`src/rtl/mdrop_pkg.sv`:
```
package mdrop_pkg;
    typedef enum logic [2:0] {
        ST_IDLE,
        ST_START,
        ST_DATA,
        ST_MPB,
        ST_STOP,
        ST_BREAK
    } rx_state_e;
endpackage

```
`src/rtl/mdrop_sync.sv`:
```
module mdrop_sync #(
    parameter int STAGES = 2
) (
    input  logic clk,
    input  logic rst_n,
    input  logic async_i,
    output logic sync_o
);
    logic [STAGES-1:0] chain_q;

    always_ff @(posedge clk or negedge rst_n) begin
        if (!rst_n) chain_q <= '1;
        else        chain_q <= {chain_q[STAGES-2:0], async_i};
    end

    assign sync_o = chain_q[STAGES-1];
endmodule

```
`src/rtl/mdrop_frame.sv`:
```
module mdrop_frame
    import mdrop_pkg::*;
#(
    parameter int DATA_W = 8,
    parameter int OVS    = 16
) (
    input  logic              clk,
    input  logic              rst_n,
    input  logic              tick_i,
    input  logic              line_i,
    output logic              done_o,
    output logic [DATA_W-1:0] data_o,
    output logic              mpb_o,
    output logic              stop_ok_o
);
    localparam int CNT_W = $clog2(OVS);
    localparam int IDX_W = (DATA_W > 1) ? $clog2(DATA_W) : 1;
    localparam logic [CNT_W-1:0] MID  = CNT_W'(OVS/2 - 1);
    localparam logic [CNT_W-1:0] LAST = CNT_W'(OVS - 1);
    localparam logic [IDX_W-1:0] TOP  = IDX_W'(DATA_W - 1);

    rx_state_e         state_q, state_d;
    logic [CNT_W-1:0]  cnt_q;
    logic [IDX_W-1:0]  idx_q;
    logic [DATA_W-1:0] shift_q;
    logic              mpb_q;
    logic              at_mid, at_end;

    assign at_mid = tick_i && (cnt_q == MID);
    assign at_end = tick_i && (cnt_q == LAST);

    // state register
    always_ff @(posedge clk or negedge rst_n) begin
        if (!rst_n) state_q <= ST_IDLE;
        else        state_q <= state_d;
    end

    // transitions
    always_comb begin
        state_d = state_q;
        unique case (state_q)
            ST_IDLE:  if (tick_i && !line_i) state_d = ST_START;
            ST_START: if (at_mid) state_d = line_i ? ST_IDLE : ST_DATA;
            ST_DATA:  if (at_end && idx_q == TOP) state_d = ST_MPB;
            ST_MPB:   if (at_end) state_d = ST_STOP;
            ST_STOP:  if (at_end) state_d = line_i ? ST_IDLE : ST_BREAK;
            ST_BREAK: if (line_i) state_d = ST_IDLE;
            default:  state_d = ST_IDLE;
        endcase
    end

    // datapath and outputs
    always_ff @(posedge clk or negedge rst_n) begin
        if (!rst_n) begin
            cnt_q     <= '0;
            idx_q     <= '0;
            shift_q   <= '0;
            mpb_q     <= 1'b0;
            done_o    <= 1'b0;
            data_o    <= '0;
            mpb_o     <= 1'b0;
            stop_ok_o <= 1'b1;
        end else begin
            done_o <= 1'b0;
            unique case (state_q)
                ST_IDLE: begin
                    cnt_q <= CNT_W'(1);
                    idx_q <= '0;
                end
                ST_START: begin
                    if (at_mid)      cnt_q <= '0;
                    else if (tick_i) cnt_q <= cnt_q + 1'b1;
                end
                ST_DATA: begin
                    if (at_end) begin
                        cnt_q   <= '0;
                        shift_q <= {line_i, shift_q[DATA_W-1:1]};
                        idx_q   <= idx_q + 1'b1;
                    end else if (tick_i) cnt_q <= cnt_q + 1'b1;
                end
                ST_MPB: begin
                    if (at_end) begin
                        cnt_q <= '0;
                        mpb_q <= line_i;
                    end else if (tick_i) cnt_q <= cnt_q + 1'b1;
                end
                ST_STOP: begin
                    if (at_end) begin
                        done_o    <= 1'b1;
                        data_o    <= shift_q;
                        mpb_o     <= mpb_q;
                        stop_ok_o <= line_i;
                    end else if (tick_i) cnt_q <= cnt_q + 1'b1;
                end
                ST_BREAK: cnt_q <= '0;
                default:  cnt_q <= '0;
            endcase
        end
    end

    // a high line keeps the machine idle
    a_r2_idle_holds: assert property (@(posedge clk) disable iff (!rst_n)
        (state_q == ST_IDLE && line_i) |=> (state_q == ST_IDLE));
    // a start that is high at mid-bit is rejected
    a_r7_false_start: assert property (@(posedge clk) disable iff (!rst_n)
        (state_q == ST_START && at_mid && line_i) |=> (state_q == ST_IDLE && !done_o));
    // after a low stop bit, wait for the line to go high
    a_r8_break_wait: assert property (@(posedge clk) disable iff (!rst_n)
        (state_q == ST_BREAK && !line_i) |=> (state_q == ST_BREAK));
endmodule

```
`src/rtl/mdrop_rx.sv`:
```
module mdrop_rx #(
    parameter int DATA_W   = 8,
    parameter int OVS      = 16,
    parameter int SYNC_STG = 2
) (
    input  logic              clk,
    input  logic              rst_n,
    input  logic              rxd_i,
    input  logic              tick16_i,
    input  logic              wake_set_i,
    input  logic              rd_clr_i,
    input  logic              irq_en_i,
    output logic [DATA_W-1:0] data_o,
    output logic              mpb_o,
    output logic              full_o,
    output logic              wake_o,
    output logic              ferr_o,
    output logic              ovr_o,
    output logic              irq_o
);
    logic              line_s;
    logic              fr_done, fr_mpb, fr_stop_ok;
    logic [DATA_W-1:0] fr_data;
    logic              deliver, full_eff;

    mdrop_sync #(.STAGES(SYNC_STG)) u_sync (
        .clk     (clk),
        .rst_n   (rst_n),
        .async_i (rxd_i),
        .sync_o  (line_s)
    );

    mdrop_frame #(.DATA_W(DATA_W), .OVS(OVS)) u_frame (
        .clk       (clk),
        .rst_n     (rst_n),
        .tick_i    (tick16_i),
        .line_i    (line_s),
        .done_o    (fr_done),
        .data_o    (fr_data),
        .mpb_o     (fr_mpb),
        .stop_ok_o (fr_stop_ok)
    );

    assign deliver  = fr_done && (!wake_o || fr_mpb);
    assign full_eff = full_o && !rd_clr_i;

    always_ff @(posedge clk or negedge rst_n) begin
        if (!rst_n) begin
            data_o <= '0;
            mpb_o  <= 1'b0;
            full_o <= 1'b0;
            wake_o <= 1'b0;
            ferr_o <= 1'b0;
            ovr_o  <= 1'b0;
        end else begin
            if (rd_clr_i) begin
                full_o <= 1'b0;
                ovr_o  <= 1'b0;
                ferr_o <= 1'b0;
            end
            if (fr_done && !fr_stop_ok) ferr_o <= 1'b1;
            if (fr_done && fr_mpb) wake_o <= 1'b0;
            if (deliver) begin
                if (full_eff) ovr_o <= 1'b1;
                else begin
                    data_o <= fr_data;
                    mpb_o  <= fr_mpb;
                    full_o <= 1'b1;
                end
            end
            if (wake_set_i) wake_o <= 1'b1;
        end
    end

    assign irq_o = full_o && irq_en_i;

    // a skipped data frame changes nothing
    a_r3_skip_keeps: assert property (@(posedge clk) disable iff (!rst_n)
        (fr_done && wake_o && !fr_mpb && !rd_clr_i) |=> ($stable(data_o) && $stable(full_o) && $stable(mpb_o)));
    // an ID frame into an empty register sets full and the mark
    a_r4_id_loads: assert property (@(posedge clk) disable iff (!rst_n)
        (fr_done && wake_o && fr_mpb && !full_o) |=> (full_o && mpb_o));
    // an ID frame drops the wake flag
    a_r5_wake_drops: assert property (@(posedge clk) disable iff (!rst_n)
        (fr_done && fr_mpb && !wake_set_i) |=> !wake_o);
    // delivery into a full register keeps the byte and flags overrun
    a_r9_overrun: assert property (@(posedge clk) disable iff (!rst_n)
        (deliver && full_o && !rd_clr_i) |=> (ovr_o && $stable(data_o)));
    // a low stop bit raises the framing flag
    a_r8_ferr: assert property (@(posedge clk) disable iff (!rst_n)
        (fr_done && !fr_stop_ok) |=> ferr_o);
endmodule

```
`config.mk`:
```
export PLATFORM = sky130hd
export DESIGN_NAME = mdrop_rx
export DESIGN_NICKNAME = d
export VERILOG_FILES = /design/src/rtl/mdrop_pkg.sv /design/src/rtl/mdrop_sync.sv /design/src/rtl/mdrop_frame.sv /design/src/rtl/mdrop_rx.sv
export SDC_FILE = /design/constraint.sdc
export NUM_CORES = 1
export LEC_CHECK = 0
export BUFFER_PORTS_ARGS = -buffer_cell sky130_fd_sc_hd__buf_2
export CAP_MARGIN = 20
export CORE_MARGIN = 3
export CORE_UTILIZATION = 38
export DETAILED_ROUTE_END_ITERATION = 12
export SLEW_MARGIN = 40
export SYNTH_ARGS = -nofsm -noshare
export SYNTH_HDL_FRONTEND = slang
export SYNTH_SLANG_ARGS = --single-unit
```
`constraint.sdc`:
```
create_clock -name clk -period 1.8 [get_ports clk]
set_input_delay 0 -clock clk [delete_from_list [all_inputs] [get_ports clk]]
set_output_delay 0 -clock clk [all_outputs]
set_load 0.005 [all_outputs]
```
==> results of run 1 <==
[worst paths after layout]
path | from | endpoint | slack (ns) | cells past startpoint
worst max-delay path | u_frame.cnt_q[0] | u_frame.cnt_q[1] | 0.16 | 5
worst min-delay path | tick16_i | u_frame.cnt_q[1] | 0.04 | 3
worst max register to register | u_frame.cnt_q[0] | u_frame.cnt_q[1] | 0.16 | 5
worst min register to register | u_sync.chain_q[0] | u_sync.chain_q[1] | 0.36 | 0
max in group asynchronous | rst_n | u_sync.chain_q[1] | 1.02 | 3
min in group asynchronous | rst_n | ovr_o | 0.20 | 2
[power by group through the flow]
| stage | Sequential, uW | Clock [uW] | Combinational [uW] |
|---|---|---|---|
| 2_1_floorplan | 1090 | 0 | 171 |
| 3_3_place_gp | 1110 | 0 | 203 |
| 3_5_place_dp | 1110 | 0 | 210 |
| 4_1_cts | 1090 | 676 | 217 |
| 5_1_grt | 1100 | 724 | 244 |
| 6_report | 1090 | 640 | 214 |
[flip-flops by register name, indices dropped and copies added, names as in the netlist, 2 cells and up]
name             cells
data_o               8
u_frame.state_q      3
u_frame.data_o       8
u_sync.chain_q       2
u_frame.shift_q      8
u_frame.idx_q        3
u_frame.cnt_q        4
[cells in the final DEF, fill, tap and decap left out]
master          n
o22ai_1         3
nor2b_1         1
clkinv_4        1
o2bb2ai_1       2
buf_2          20
and4_4          1
nand4_1         1
nor2_1          7
buf_12          1
a21bo_2         1
and3_1          1
nand2_1        10
dfstp_2         3
dfrtp_1        42
mux2_4          6
o211ai_1        1
clkinvlp_4      1
inv_6           1
nand3_4         2
dlygate4sd3_1   4
and2_1          1
a21o_1          1
a211oi_1        2
nand3_1         9
ha_1            3
mux2_2         19
a31oi_1         2
xor2_1          2
nand2b_1        4
inv_1           7
buf_4           2
a21oi_1         6
clkbuf_8        5
or3_1           1
o21ai_0        10
[per-layer routing]
layer	wire length (um)	vias up	track usage	share of wire
met1	1490	579	0.146	0.46
li1	-	602	-	-
met4	38	0	0.0587	0.012
met2	1590	19	0.197	0.49
met3	129	5	0.0313	0.040
met5	0	-	0	0
[per-stage QoR]
stage,setup WS (ns),util
final,0.155,0.464
after global routing,0.0527,0.464
after CTS,0.156,0.464
after detailed placement,0.176,0.436
after global placement,0.223,0.436
after floorplan,0.201,-
[final cells by class]
cell class | instances | area share
inverter | 7 | 0.0117
timing repair buffer | 27 | 0.0779
tap | 67 | 0.0373
clock inverter | 3 | 0.0111
multi-input combinational | 96 | 0.329
sequential | 45 | 0.503
clock buffer | 5 | 0.0306
[cell families after synthesis]
kind of cell,after synthesis
xor+xnor,2
mux,25
buf+inv,15
flops,45
compound gates,28
simple gates,38
fa+ha+maj,3
[worst min-delay path, stage by stage]
cell and delay, ns:
buf_2 0.16, nand3_1 0.08, a21oi_1 0.06
[what timing repair did]
action | in CTS | in global routing
endpoints found under the hold margin | 26 | 0
hold buffers | 4 | 0
setup buffers | 0 | 0
==> results.json, run 1 <==
{
  "global_route_wire_length_before_repair_mm": 5.63,
  "netlist_top_cells_area": "dfrtp_1, mux2_2, mux2_4",
  "synth_enable_flop_cells": 0,
  "post_synth_and_or_nand_nor_area_fraction": 0.108,
  "share_of_layout_cells_above_drive_strength_1": 0.344,
  "post-synth-top-count-cell": "dfrtp_1",
  "yosysUniqueCellTypes": 31,
  "share_clk_of_total_power": 0.329,
  "powerDensity_nw_per_um2": 865,
  "cp_top_family": "simple AND/OR/NAND/NOR gates",
  "design_power_total_uw": 1950,
  "cell_internal_pwr_uw": 1420,
  "core_region_area_um2": 4850,
  "cp.required_ns": 2.02,
  "synth_mux_area_frac": 0.155,
  "pin_count": 21,
  "timing.hold.worst.class": "in -> reg",
  "grt_use_total": 0.120,
  "crit_slowest_cell": "dfrtp_1",
  "post_synth_xor_area_fraction": 0.00893,
  "clockRootBuffer": "clkbuf_8",
  "place.detailed.instances": 238,
  "regArea_um2": 1130,
  "cts_repair_resize_count": 0,
  "synth_nets": 166,
  "detail_route.wirelength_mm": 3.24,
  "synth_compound_area_frac": 0.0861,
  "ordered_cell_list_for_the_critical_path": "ha_1 -> and4_4 -> nand3_4 -> a21bo_2 -> a21oi_1",
  "wl_per_cell_um": 13.0,
  "vert_die_dim_um": 77.9,
  "route.vias.total": 1205,
  "report.final.slew_viol_count": 0,
  "yosys_register_bits": 45,
  "finalWeightedCongestion": 0.798,
  "clock_insertion_delay_worst_skew_ns": 0.30,
  "grt-ovfl-total": 0,
  "numPortBuffers": 20,
  "worst_setup_path_type": "reg -> reg",
  "final_area_um2": 2250,
  "ys_top_cells_by_count": "dfrtp_1, mux2_2, nand2_1, o21ai_0, nand3_1",
  "finalSetupTns_ns": 0,
  "dp.final_hpwl_mm": 2.29,
  "switching_power_uw": 525,
  "antennaDiodeCount": 0,
  "main_combinational_cell_family_by_area_after_synthesis": "multiplexers",
  "syn_avg_cell_area_um2": 12.6,
  "clock_tree_from_tritoncts": "yes",
  "synth.yosys.seq_area_share": 0.576,
  "peak_ir_drop_on_the_vdd_network_mv": 0.526,
  "die-area_um2": 6060,
  "numCtsBuffers": 5,
  "first_global_vias": 1207,
  "worst_pin_slew_ns": 0.523,
  "final_nets": 192,
  "drt_pre_antenna_iters": 4,
  "slew_headroom": 0.651,
  "cp_max_fo": 16,
  "setup-violations-final": 0,
  "tritoncts_num_sinks": 45,
  "fillCellCount": 457,
  "crit_path_max_incr_delay_ns": 0.41,
  "fmax_ghz": 0.608,
  "final.period_utilization": 0.914,
  "worstPathArrival_ns": 1.87,
  "seq_power_share": 0.561,
  "first_iter_violations": 55,
  "post-synth-top-area-fraction": 0.536,
  "yosysTopAreaCell": "dfrtp_1",
  "synthesis.area_um2": 1960,
  "h-tree-depth": 2,
  "final-instance-count-excl-fill": 250,
  "post_synth_inst_count": 156,
  "whs_ns": 0.0369,
  "dieWidth_um": 77.9,
  "grt_max_degree": 24,
  "timing.critical_path.from_type": "flip-flop",
  "area.growth.synth_to_final_pct": 14.6,
  "final.min_clock_period_ns": 1.64,
  "drt_drc_violations_left": 0,
  "multiInputGateArea_um2": 739,
  "synth_top_flop_cell": "dfrtp_1",
  "sw_frac_of_total": 0.270,
  "detail-route-antenna-nets": 0,
  "critical_path_buf_inv_count": 0,
  "yosys_warnings": 0,
  "std_cell_rows": 25,
  "post_synth_fa_ha_maj_area_fraction": 0.0191,
  "clock_transition_at_the_registers_of_the_reported_paths_ns": 0.08,
  "place_area_um2": 2110,
  "clock_skew_ns": 0.0111,
  "max-cap-violations": 0,
  "ctsLongestPathBuffers": 2,
  "timing.final.hold_violations": 0,
  "antenna_found_initial": 0,
  "synth-async-reset-ratio": 1.00,
  "critPathCaptureType": "flip-flop",
  "routed_via_density": 4.82,
  "initial_core_util": 0.405,
  "power.static_leakage_uw": 0.00112,
  "unrepaired_setup_endpoints_after_global_routing": "no",
  "status": "finished clean",
  "power_frac_comb": 0.110
}
No activity file was read; power rests on OpenSTA's default activity.
==> run 2: changes to the inputs <==
CTS_BUF_LIST = sky130_fd_sc_hd__clkbuf_4 sky130_fd_sc_hd__clkbuf_8 sky130_fd_sc_hd__clkbuf_16   (was not set)
MAX_ROUTING_LAYER = met4   (was not set)
PLACE_DENSITY = 0.67   (was not set)
==> results.json, run 2 (synthesis results as in run 1) <==
{
  "report.final.slew_viol_count": 0,
  "numPortBuffers": 20,
  "clock_skew_ns": 0.00713,
  "drt_pre_antenna_iters": 4,
  "share_clk_of_total_power": 0.363,
  "cts_repair_resize_count": 0,
  "switching_power_uw": 483,
  "final.min_clock_period_ns": 1.67,
  "drt_drc_violations_left": 0,
  "initial_core_util": 0.405,
  "place_area_um2": 2110,
  "global_route_wire_length_before_repair_mm": 5.58,
  "most_frequent_standard_cell_in_the_layout_excluding_fill_and_tap_cells": "dfrtp_1",
  "sw_frac_of_total": 0.235,
  "clock_tree_from_tritoncts": "yes",
  "slew_headroom": 0.690,
  "routed_via_density": 4.83,
  "critPathCaptureType": "flip-flop",
  "numCtsBuffers": 5,
  "std_cell_rows": 25,
  "worstPathArrival_ns": 1.84,
  "fmax_ghz": 0.600,
  "finalSetupTns_ns": 0,
  "final_area_um2": 2310,
  "whs_ns": 0.0727,
  "clock_transition_at_the_registers_of_the_reported_paths_ns": 0.08,
  "status": "finished clean",
  "final.period_utilization": 0.926,
  "dp.final_hpwl_mm": 2.25,
  "power_frac_comb": 0.103,
  "share_of_layout_cells_above_drive_strength_1": 0.362,
  "grt-ovfl-total": 0,
  "vert_die_dim_um": 77.9,
  "die-area_um2": 6060,
  "setup-violations-final": 0,
  "top_regs": "data_o (8), u_frame.data_o (8), u_frame.shift_q (8)",
  "clockRootBuffer": "clkbuf_8",
  "peak_ir_drop_on_the_vdd_network_mv": 0.678,
  "cp.required_ns": 1.98,
  "route.vias.total": 1232,
  "grt_use_total": 0.118,
  "ctsLongestPathBuffers": 2,
  "max-cap-violations": 0,
  "powerDensity_nw_per_um2": 890,
  "grt_max_degree": 22,
  "clock_insertion_delay_worst_skew_ns": 0.28,
  "finalWeightedCongestion": 0.820,
  "worst_pin_slew_ns": 0.465,
  "antennaDiodeCount": 0,
  "final_nets": 197,
  "tritoncts_num_sinks": 45,
  "h-tree-depth": 2,
  "detail_route.wirelength_mm": 3.15,
  "dieWidth_um": 77.9,
  "timing.critical_path.from_type": "flip-flop",
  "cp_max_fo": 9,
  "worst_setup_path_type": "reg -> reg",
  "finalCoreUtilization": 0.476,
  "cell_internal_pwr_uw": 1570,
  "timing.hold.worst.class": "in -> reg",
  "detail-route-antenna-nets": 0,
  "power.static_leakage_uw": 0.00116,
  "unrepaired_setup_endpoints_after_global_routing": "no",
  "layout_common_cells": "dfrtp_1, buf_2, mux2_2",
  "core_region_area_um2": 4850,
  "antenna_found_initial": 0,
  "first_global_vias": 1198,
  "wl_per_cell_um": 12.4,
  "pin_count": 21,
  "first_iter_violations": 31,
  "timing.final.hold_violations": 0,
  "seq_power_share": 0.534,
  "area.growth.synth_to_final_pct": 17.6
}
==> run 2: cell types whose count changed in the layout (fill, tap and decap cells not counted), sizes merged <==
cell / previous run / this run
buf: 23 / 28
clkbuf: 5 / 6
inv: 8 / 7
bufinv: 0 / 1
clkinvlp: 1 / 0
==> run 2: power groups by stage <==
| stage | Combinational [uW] | Clock (uW) | Sequential [uW] |
|---|---|---|---|
| detailed placement | 207 | 0 | 1120 |
| global placement | 206 | 0 | 1110 |
| finish | 212 | 745 | 1100 |
| CTS | 214 | 776 | 1100 |
| floorplan | 171 | 0 | 1090 |
| global route | 242 | 828 | 1100 |
==> run 2: cell type report <==
cell class | instances | area (um^2)
Tap cell | 67 | 83.8
Multi-Input combinational cell | 96 | 739
Fill cell | 427 | 2540
Clock buffer | 6 | 76.3
Timing Repair Buffer | 32 | 213
Inverter | 7 | 26.3
Clock inverter | 2 | 38.8
Sequential cell | 45 | 1130
==> run 2: through the flow <==
stage	total power, uW	std cells	worst slack (ns)
6_report	2050	255	0.134
5_1_grt	2170	255	0.0468
4_1_cts	2090	251	0.105
3_5_place_dp	1320	239	0.157
3_3_place_gp	1320	239	0.216
2_1_floorplan	1260	156	0.201
==> run 2: worst paths after layout <==
path	start	slack, ns	cells past startpoint	to
max	u_frame.cnt_q[0]	0.13	5	u_frame.mpb_o
max in group asynchronous	rst_n	1.06	3	u_frame.data_o[2]
min	tick16_i	0.07	3	u_frame.cnt_q[1]
min in group asynchronous	rst_n	0.19	2	ovr_o
max reg2reg	u_frame.cnt_q[0]	0.13	5	u_frame.mpb_o
min reg2reg	u_sync.chain_q[0]	0.36	0	u_sync.chain_q[1]
==> run 2: worst max-delay path, stage by stage, from the launching register on <==
cell	delay, ns
dfrtp_1	0.42
ha_1	0.21
and4_4	0.33
nand3_4	0.13
buf_4	0.18
mux2_4	0.29
==> run 2: repair_timing <==
action | CTS | global route
setup endpoints to repair | 0 | 1
hold buffers | 4 | 0
buffers inserted | 0 | 4
hold endpoints to repair | 20 | 0
==> run 2: per-layer routing <==
metal  part of all wire  up-vias  GRT usage  wire (um)
met5                  0        -          -          0
met4             0.0048        0     0.0267         15
met3              0.032        2     0.0325        102
met2               0.48       17      0.181       1500
met1               0.49      608      0.157       1530
li1                   -      605          -          -
